<file path="config.mk">
export PLATFORM = sky130hd
export DESIGN_NAME = fpcc_unit
export DESIGN_NICKNAME = d
export VERILOG_FILES = /design/src/rtl/fpcc_pkg.sv /design/src/rtl/fpcc_decode.sv /design/src/rtl/fpcc_class.sv /design/src/rtl/fpcc_order.sv /design/src/rtl/fpcc_unit.sv
export SDC_FILE = /design/constraint.sdc
export NUM_CORES = 1
export LEC_CHECK = 0
export BUFFER_PORTS_ARGS = -buffer_cell sky130_fd_sc_hd__clkbuf_2
export CORE_ASPECT_RATIO = 1.2
export CORE_UTILIZATION = 40
export DETAILED_ROUTE_END_ITERATION = 6
export GPL_ROUTABILITY_DRIVEN = 0
export GPL_TIMING_DRIVEN = 0
export PLACE_DENSITY = 0.67
export SLEW_MARGIN = 20
export SYNTH_ARGS = -nofsm -noshare
export SYNTH_HDL_FRONTEND = slang
export SYNTH_SLANG_ARGS = --single-unit
</file>
<file path="constraint.sdc">
create_clock -name clk -period 3.1 [get_ports clk]
set_input_delay 0.465 -clock clk [delete_from_list [all_inputs] [get_ports clk]]
set_output_delay 0.465 -clock clk [all_outputs]
set_load 0.01 [all_outputs]
</file>
<file path="src/rtl/fpcc_pkg.sv">
package fpcc_pkg;

  typedef enum logic [1:0] {
    OP_LT    = 2'd0,
    OP_EQ    = 2'd1,
    OP_MAX   = 2'd2,
    OP_CLASS = 2'd3
  } fpcc_op_e;

  // per-operand field decode, one flag per category
  typedef struct packed {
    logic sign;
    logic zero;
    logic sub;
    logic normal;
    logic inf;
    logic nan;
    logic snan;
  } fp_attr_t;

  localparam int CLASS_W = 10;

endpackage

</file>
<file path="src/rtl/fpcc_decode.sv">
module fpcc_decode
  import fpcc_pkg::*;
#(
  parameter int EXP_W  = 11,
  parameter int FRAC_W = 52
) (
  input  logic [EXP_W+FRAC_W:0] val,
  output fp_attr_t              attr
);
  localparam int W = 1 + EXP_W + FRAC_W;

  logic [EXP_W-1:0]  expo;
  logic [FRAC_W-1:0] frac;
  logic exp_ones, exp_none, frac_none;

  assign expo      = val[W-2 -: EXP_W];
  assign frac      = val[FRAC_W-1:0];
  assign exp_ones  = &expo;
  assign exp_none  = ~|expo;
  assign frac_none = ~|frac;

  always_comb begin
    attr.sign   = val[W-1];
    attr.zero   = exp_none & frac_none;
    attr.sub    = exp_none & ~frac_none;
    attr.normal = ~exp_ones & ~exp_none;
    attr.inf    = exp_ones & frac_none;
    attr.nan    = exp_ones & ~frac_none;
    // top fraction bit clear marks the signaling kind
    attr.snan   = exp_ones & ~frac_none & ~frac[FRAC_W-1];
  end

endmodule

</file>
<file path="src/rtl/fpcc_class.sv">
module fpcc_class
  import fpcc_pkg::*;
(
  input  fp_attr_t             attr,
  output logic [CLASS_W-1:0]   mask
);
  always_comb begin
    mask    = '0;
    mask[0] =  attr.sign & attr.inf;
    mask[1] =  attr.sign & attr.normal;
    mask[2] =  attr.sign & attr.sub;
    mask[3] =  attr.sign & attr.zero;
    mask[4] = ~attr.sign & attr.zero;
    mask[5] = ~attr.sign & attr.sub;
    mask[6] = ~attr.sign & attr.normal;
    mask[7] = ~attr.sign & attr.inf;
    mask[8] =  attr.snan;
    mask[9] =  attr.nan & ~attr.snan;
  end
endmodule

</file>
<file path="src/rtl/fpcc_order.sv">
module fpcc_order #(
  parameter int W = 64
) (
  input  logic [W-1:0] a,
  input  logic [W-1:0] b,
  input  logic         nan_a,
  input  logic         nan_b,
  input  logic         zero_a,
  input  logic         zero_b,
  output logic         lt,
  output logic         eq
);
  localparam logic [W-1:0] MAG_MASK = {1'b0, {(W-1){1'b1}}};

  // ordering of two non-NaN patterns, true when a sorts below b
  function automatic logic pattern_below(input logic [W-1:0] x, input logic [W-1:0] y);
    logic sx, sy;
    sx = x[W-1];
    sy = y[W-1];
    if (sx != sy)
      return sx && (((x | y) & MAG_MASK) != '0);
    else
      return (x != y) && (sx ^ (x < y));
  endfunction

  logic any_nan;
  assign any_nan = nan_a | nan_b;

  assign lt = ~any_nan & pattern_below(a, b);
  assign eq = ~any_nan & ((a == b) | (zero_a & zero_b));

endmodule

</file>
<file path="src/rtl/fpcc_unit.sv">
module fpcc_unit
  import fpcc_pkg::*;
#(
  parameter int EXP_W  = 11,
  parameter int FRAC_W = 52
) (
  input  logic                      clk,
  input  logic                      rst,
  input  logic                      in_valid,
  input  logic [1:0]                op,
  input  logic [EXP_W+FRAC_W:0]     opa,
  input  logic [EXP_W+FRAC_W:0]     opb,
  output logic                      out_valid,
  output logic [EXP_W+FRAC_W:0]     result,
  output logic                      invalid
);
  localparam int W      = 1 + EXP_W + FRAC_W;
  localparam int N_OPND = 2;

  logic [W-1:0]       opnd  [N_OPND];
  fp_attr_t           attr  [N_OPND];
  logic [CLASS_W-1:0] cmask [N_OPND];

  assign opnd[0] = opa;
  assign opnd[1] = opb;

  for (genvar g = 0; g < N_OPND; g++) begin : g_opnd
    fpcc_decode #(.EXP_W(EXP_W), .FRAC_W(FRAC_W)) u_dec (
      .val  (opnd[g]),
      .attr (attr[g])
    );
    fpcc_class u_cls (
      .attr (attr[g]),
      .mask (cmask[g])
    );
    AST_CLASS_ONEHOT: assert property (@(posedge clk) disable iff (rst)
      $countones(cmask[g]) == 1);
  end

  // named events for checking
  logic nan_any, snan_any;
  logic lt_ab, eq_ab, lt_ba, eq_ba;
  logic max_take_a;

  assign nan_any  = attr[0].nan  | attr[1].nan;
  assign snan_any = attr[0].snan | attr[1].snan;

  fpcc_order #(.W(W)) u_ord_ab (
    .a(opa), .b(opb),
    .nan_a(attr[0].nan), .nan_b(attr[1].nan),
    .zero_a(attr[0].zero), .zero_b(attr[1].zero),
    .lt(lt_ab), .eq(eq_ab)
  );

  fpcc_order #(.W(W)) u_ord_ba (
    .a(opb), .b(opa),
    .nan_a(attr[1].nan), .nan_b(attr[0].nan),
    .zero_a(attr[1].zero), .zero_b(attr[0].zero),
    .lt(lt_ba), .eq(eq_ba)
  );

  assign max_take_a = attr[1].nan | lt_ba;

  logic [W-1:0] res_nx;
  logic         inv_nx;

  always_comb begin
    res_nx = '0;
    inv_nx = 1'b0;
    unique case (fpcc_op_e'(op))
      OP_LT: begin
        res_nx[0] = lt_ab;
        inv_nx    = snan_any;
      end
      OP_EQ: begin
        res_nx[0] = eq_ab;
        inv_nx    = nan_any;
      end
      OP_MAX: begin
        res_nx = max_take_a ? opa : opb;
        inv_nx = snan_any;
      end
      OP_CLASS: begin
        res_nx[CLASS_W-1:0] = cmask[0];
        inv_nx              = 1'b0;
      end
      default: ;
    endcase
  end

  always_ff @(posedge clk) begin
    if (rst) begin
      out_valid <= 1'b0;
      result    <= '0;
      invalid   <= 1'b0;
    end else begin
      out_valid <= in_valid;
      if (in_valid) begin
        result  <= res_nx;
        invalid <= inv_nx;
      end
    end
  end

  AST_VALID_DELAY: assert property (@(posedge clk) disable iff (rst)
    !$past(rst) |-> out_valid == $past(in_valid));

  AST_HOLD_IDLE: assert property (@(posedge clk) disable iff (rst)
    (!$past(rst) && !$past(in_valid)) |-> ($stable(result) && $stable(invalid)));

  AST_LT_NAN_FALSE: assert property (@(posedge clk) disable iff (rst)
    ($past(in_valid) && !$past(rst) && $past(op) == OP_LT && $past(nan_any))
      |-> result == '0);

  AST_EQ_NAN_INVALID: assert property (@(posedge clk) disable iff (rst)
    ($past(in_valid) && !$past(rst) && $past(op) == OP_EQ && $past(nan_any))
      |-> (invalid && result == '0));

  AST_EQ_SYMMETRIC: assert property (@(posedge clk) disable iff (rst)
    eq_ab == eq_ba);

  AST_MAX_IS_OPERAND: assert property (@(posedge clk) disable iff (rst)
    ($past(in_valid) && !$past(rst) && $past(op) == OP_MAX)
      |-> (result == $past(opa) || result == $past(opb)));

  AST_CLASS_ZERO_EXT: assert property (@(posedge clk) disable iff (rst)
    ($past(in_valid) && !$past(rst) && $past(op) == OP_CLASS)
      |-> (result[W-1:CLASS_W] == '0 && !invalid));

endmodule

</file>
==> results_dict.tcl <==
set metrics [dict create \
    placed_cells 1190 \
    detailroute.via_count 6583 \
    number_of_primary_i_o_pins 199 \
    drive_above_1_share 0.3529 \
    fin_ws_ps -44.60 \
    ys_warn_count 0 \
    total_switching_power_uw 1014 \
    worst_ep_required_time_ps 3290 \
    slew_viol_final 0 \
    post_dr_vias_cell 5.361 \
    worst_setup_hold_path_clk_slew_ps 50 \
    worst_setup_path_end_kind "register" \
    hold_removal_path_class "in -> reg" \
    clk_path_buf_depth 2 \
    timing.reg2reg.worst_path_depth 4 \
    synth_seq_cells 66 \
    final_antenna_net_count 0 \
    tns_ps -197.6 \
    switching_portion_of_total_power 0.3238 \
    core.rowCount 50 \
    grt_util_all_layers 0.2712 \
    final.min_clock_period_ps 3145 \
    worst_pin_slew_ps 858.9 \
    fin_util 0.5954 \
    final_cell_count_no_fill 1228 \
    global_route_wire_length_before_repair_um 34480 \
    num_antenna_cells 0 \
    number_of_cts_inserted_buffers 9 \
    synth.top_cells.by_count "sky130_fd_sc_hd__inv_1, sky130_fd_sc_hd__ha_1, sky130_fd_sc_hd__nand2_1, sky130_fd_sc_hd__dfxtp_1, sky130_fd_sc_hd__mux2i_1" \
    setup_repair_after_global_routing_missed_its_margin "yes" \
    max-slew-margin-rel 0.4274 \
    synth.largest_area_cell "sky130_fd_sc_hd__ha_1" \
    comb_power_share 0.373 \
    critical-path-slowest-cell "sky130_fd_sc_hd__a2111oi_4" \
    die_width_um 117.4 \
    synth.lib_cells_used.distinct 53 \
    run_status "finished with violations" \
    post-place-ws_ps -777.7 \
    maximum_number_of_pins_on_one_net_before_global_route_repair 12 \
    path_cells "clkbuf_2 > inv_1 > ha_1 > nor2b_1 > o21ai_1 > o211ai_1 > a2111oi_4 > o221ai_4 > or2_4 > o211ai_4 > buf_12 > clkbuf_16 > mux2i_1 > o21ai_1" \
    hpwl_um 17620 \
    max-vdd-ir-drop_uv 255.7 \
    synth.most_common_cell "sky130_fd_sc_hd__inv_1" \
    postSynthCellCount 785 \
    timing.fmax_ghz 0.3180 \
    antenna_violations_before_repair 0 \
    floorplan.die_area_um2 16490 \
    yosysSeqAreaShare 0.2067 \
    h-tree-depth 3 \
    wl_per_cell_um 18.77 \
    numClockSinks 66 \
    netlist_area_um2 6392 \
    seqPwrFrac 0.286 \
    fin_worst_skew_ps 0 \
    timing.critical_path.mode_cell "sky130_fd_sc_hd__o21ai_1" \
    routed_wl_um 23050 \
    finalSetupViolations 11 \
    p_clk_frac 0.341 \
    synthesis.nets 1045 \
    final_min_period_over_clock_period 1.014 \
    cts-hold-fix-buffers 0 \
    syn_to_final_growth_pct 45.66 \
    hold_slack_ps 348.8 \
    initial_utilization 0.4087 \
    detailedRoute.firstPassIterationCount 5 \
    worst_setup_sp "opa[5]" \
    crit_end "result[53]" \
    ys_async_sr_fraction 0 \
    cts_tree "done" \
    drt-initial-drc-count 344 \
    via_count_of_the_first_global_routing_pass 6646 \
    yosys-top-cells-area "sky130_fd_sc_hd__ha_1, sky130_fd_sc_hd__dfxtp_1, sky130_fd_sc_hd__mux2i_1" \
    cts_root_buffer "sky130_fd_sc_hd__clkbuf_16" \
    ys_dominant_reg_cell "sky130_fd_sc_hd__dfxtp_1" \
    worstReg2RegEnd "result[0]" \
    design.core.area_um2 15640 \
    cellInternalPower_uw 2118 \
    crit_path_start_kind "primary input" \
    synth_enable_flop_cells 0 \
    crit_type "in -> reg" \
    synth_top_area_share 0.2486 \
    violated_checks "negative setup slack" \
    cpPeakStageDelay_ps 500 \
    worstSkewPairLatency_ps 340 \
    drc 0 \
    hold_violations 0 \
    leakagePower_uw 0.004520 \
    finish.net_count 1275 \
    overflow 0 \
    critical_path.max_fanout 7 \
    timing.reg2reg.setup_slack_ps 2330 \
    die_height_um 140.5 \
    post_synth.cell_area_avg_um2 8.143 \
    power-per-cell-area_nw_per_um2 336.5 \
    maxCapViolCount 0 \
    crit_arrival_ps 3340 \
    startpoint_of_the_worst_register_to_register_path "result[0]" \
    buffer_ports.inserted 197 \
]
## metrics by stage
stage / cell area (um^2) / power, uW
2_1_floorplan: 6442 / 1431
3_3_place_gp: 7689 / 1751
3_5_place_dp: 7689 / 1760
4_1_cts: 8852 / 2987
5_1_grt: 9311 / 3263
6_report: 9311 / 3133
## per-layer routing
metal / share of wire / global-route usage / wire [um] / up-vias
li1: - / - / - / 3181
met1: 0.39 / 0.2927 / 8948 / 3120
met2: 0.51 / 0.4945 / 11830 / 215
met3: 0.048 / 0.05334 / 1104 / 67
met4: 0.051 / 0.1497 / 1169 / 0
met5: 0 / 0 / 0 / -
## cell type report
cell class,instances,area [um^2]
Buffer,24,212.7
Clock buffer,12,256.5
Clock inverter,4,50.05
Fill cell,1398,6329
Inverter,148,618.1
Multi-Input combinational cell,547,4984
Sequential cell,66,1321
Tap cell,208,260.3
Timing Repair Buffer,219,1609
## timing repair
item | 4_1_cts | 5_1_grt
pin swaps | 27 | 21
cloned | 1 | 5
buffers inserted | 14 | 2
endpoints found under the hold margin | 0 | 0
endpoints found under the setup margin | 64 | 64
resized for setup | 130 | 86
## worst min-delay path by stage
stage               startpoint    endpoint  slack [ps]  depth (start not counted)
global route               rst   out_valid         360                          2
CTS                        rst   out_valid         340                          2
finish                     rst   out_valid         350                          2
floorplan           result[10]  result[10]         470                          2
global placement    result[59]  result[59]         440                          2
detailed placement  result[51]  result[51]         440                          2
## layout by cell type, fill, tap and decap left out, drive strengths merged, types with 28 or more instances in the layout
cell type,n
clkbuf,219
inv,148
ha,127
nand2,76
o21ai,67
dfxtp,66
mux2i,58
nor4,48
buf,36
nor2,28
## power groups by stage
| stage | registers (uW) | logic [uW] | clock network, uW |
|---|---|---|---|
| after global routing | 899 | 1250 | 1110 |
| after detailed placement | 915 | 845 | 0 |
| final | 897 | 1170 | 1070 |
| after floorplan | 927 | 504 | 0 |
| after CTS | 897 | 1010 | 1080 |
| after global placement | 915 | 837 | 0 |
## registers in the layout, summed over array words and instances (netlist names)
register,count
out_valid,1
invalid,1
result,64
## logic make-up (layout without fill, tap and decap cells)
kind of cell / Yosys count / count (layout) / share of synthesized area
AOI/OAI and AO/OA: 129 / 129 / 0.1315
and+or+nand+nor: 230 / 230 / 0.1963
adders and majority gates: 127 / 127 / 0.2486
buffers and inverters: 172 / 407 / 0.1190
DFF: 66 / 66 / 0.2067
muxes: 61 / 61 / 0.09787
## critical path: cells and delay by family
kind | cells | cell delay (ps)
compound gates | 6 | 1340
buf+inv | 4 | 650
mux | 1 | 220
simple gates | 2 | 340
fa+ha+maj | 1 | 320
(Power assumes the default switching activity.)
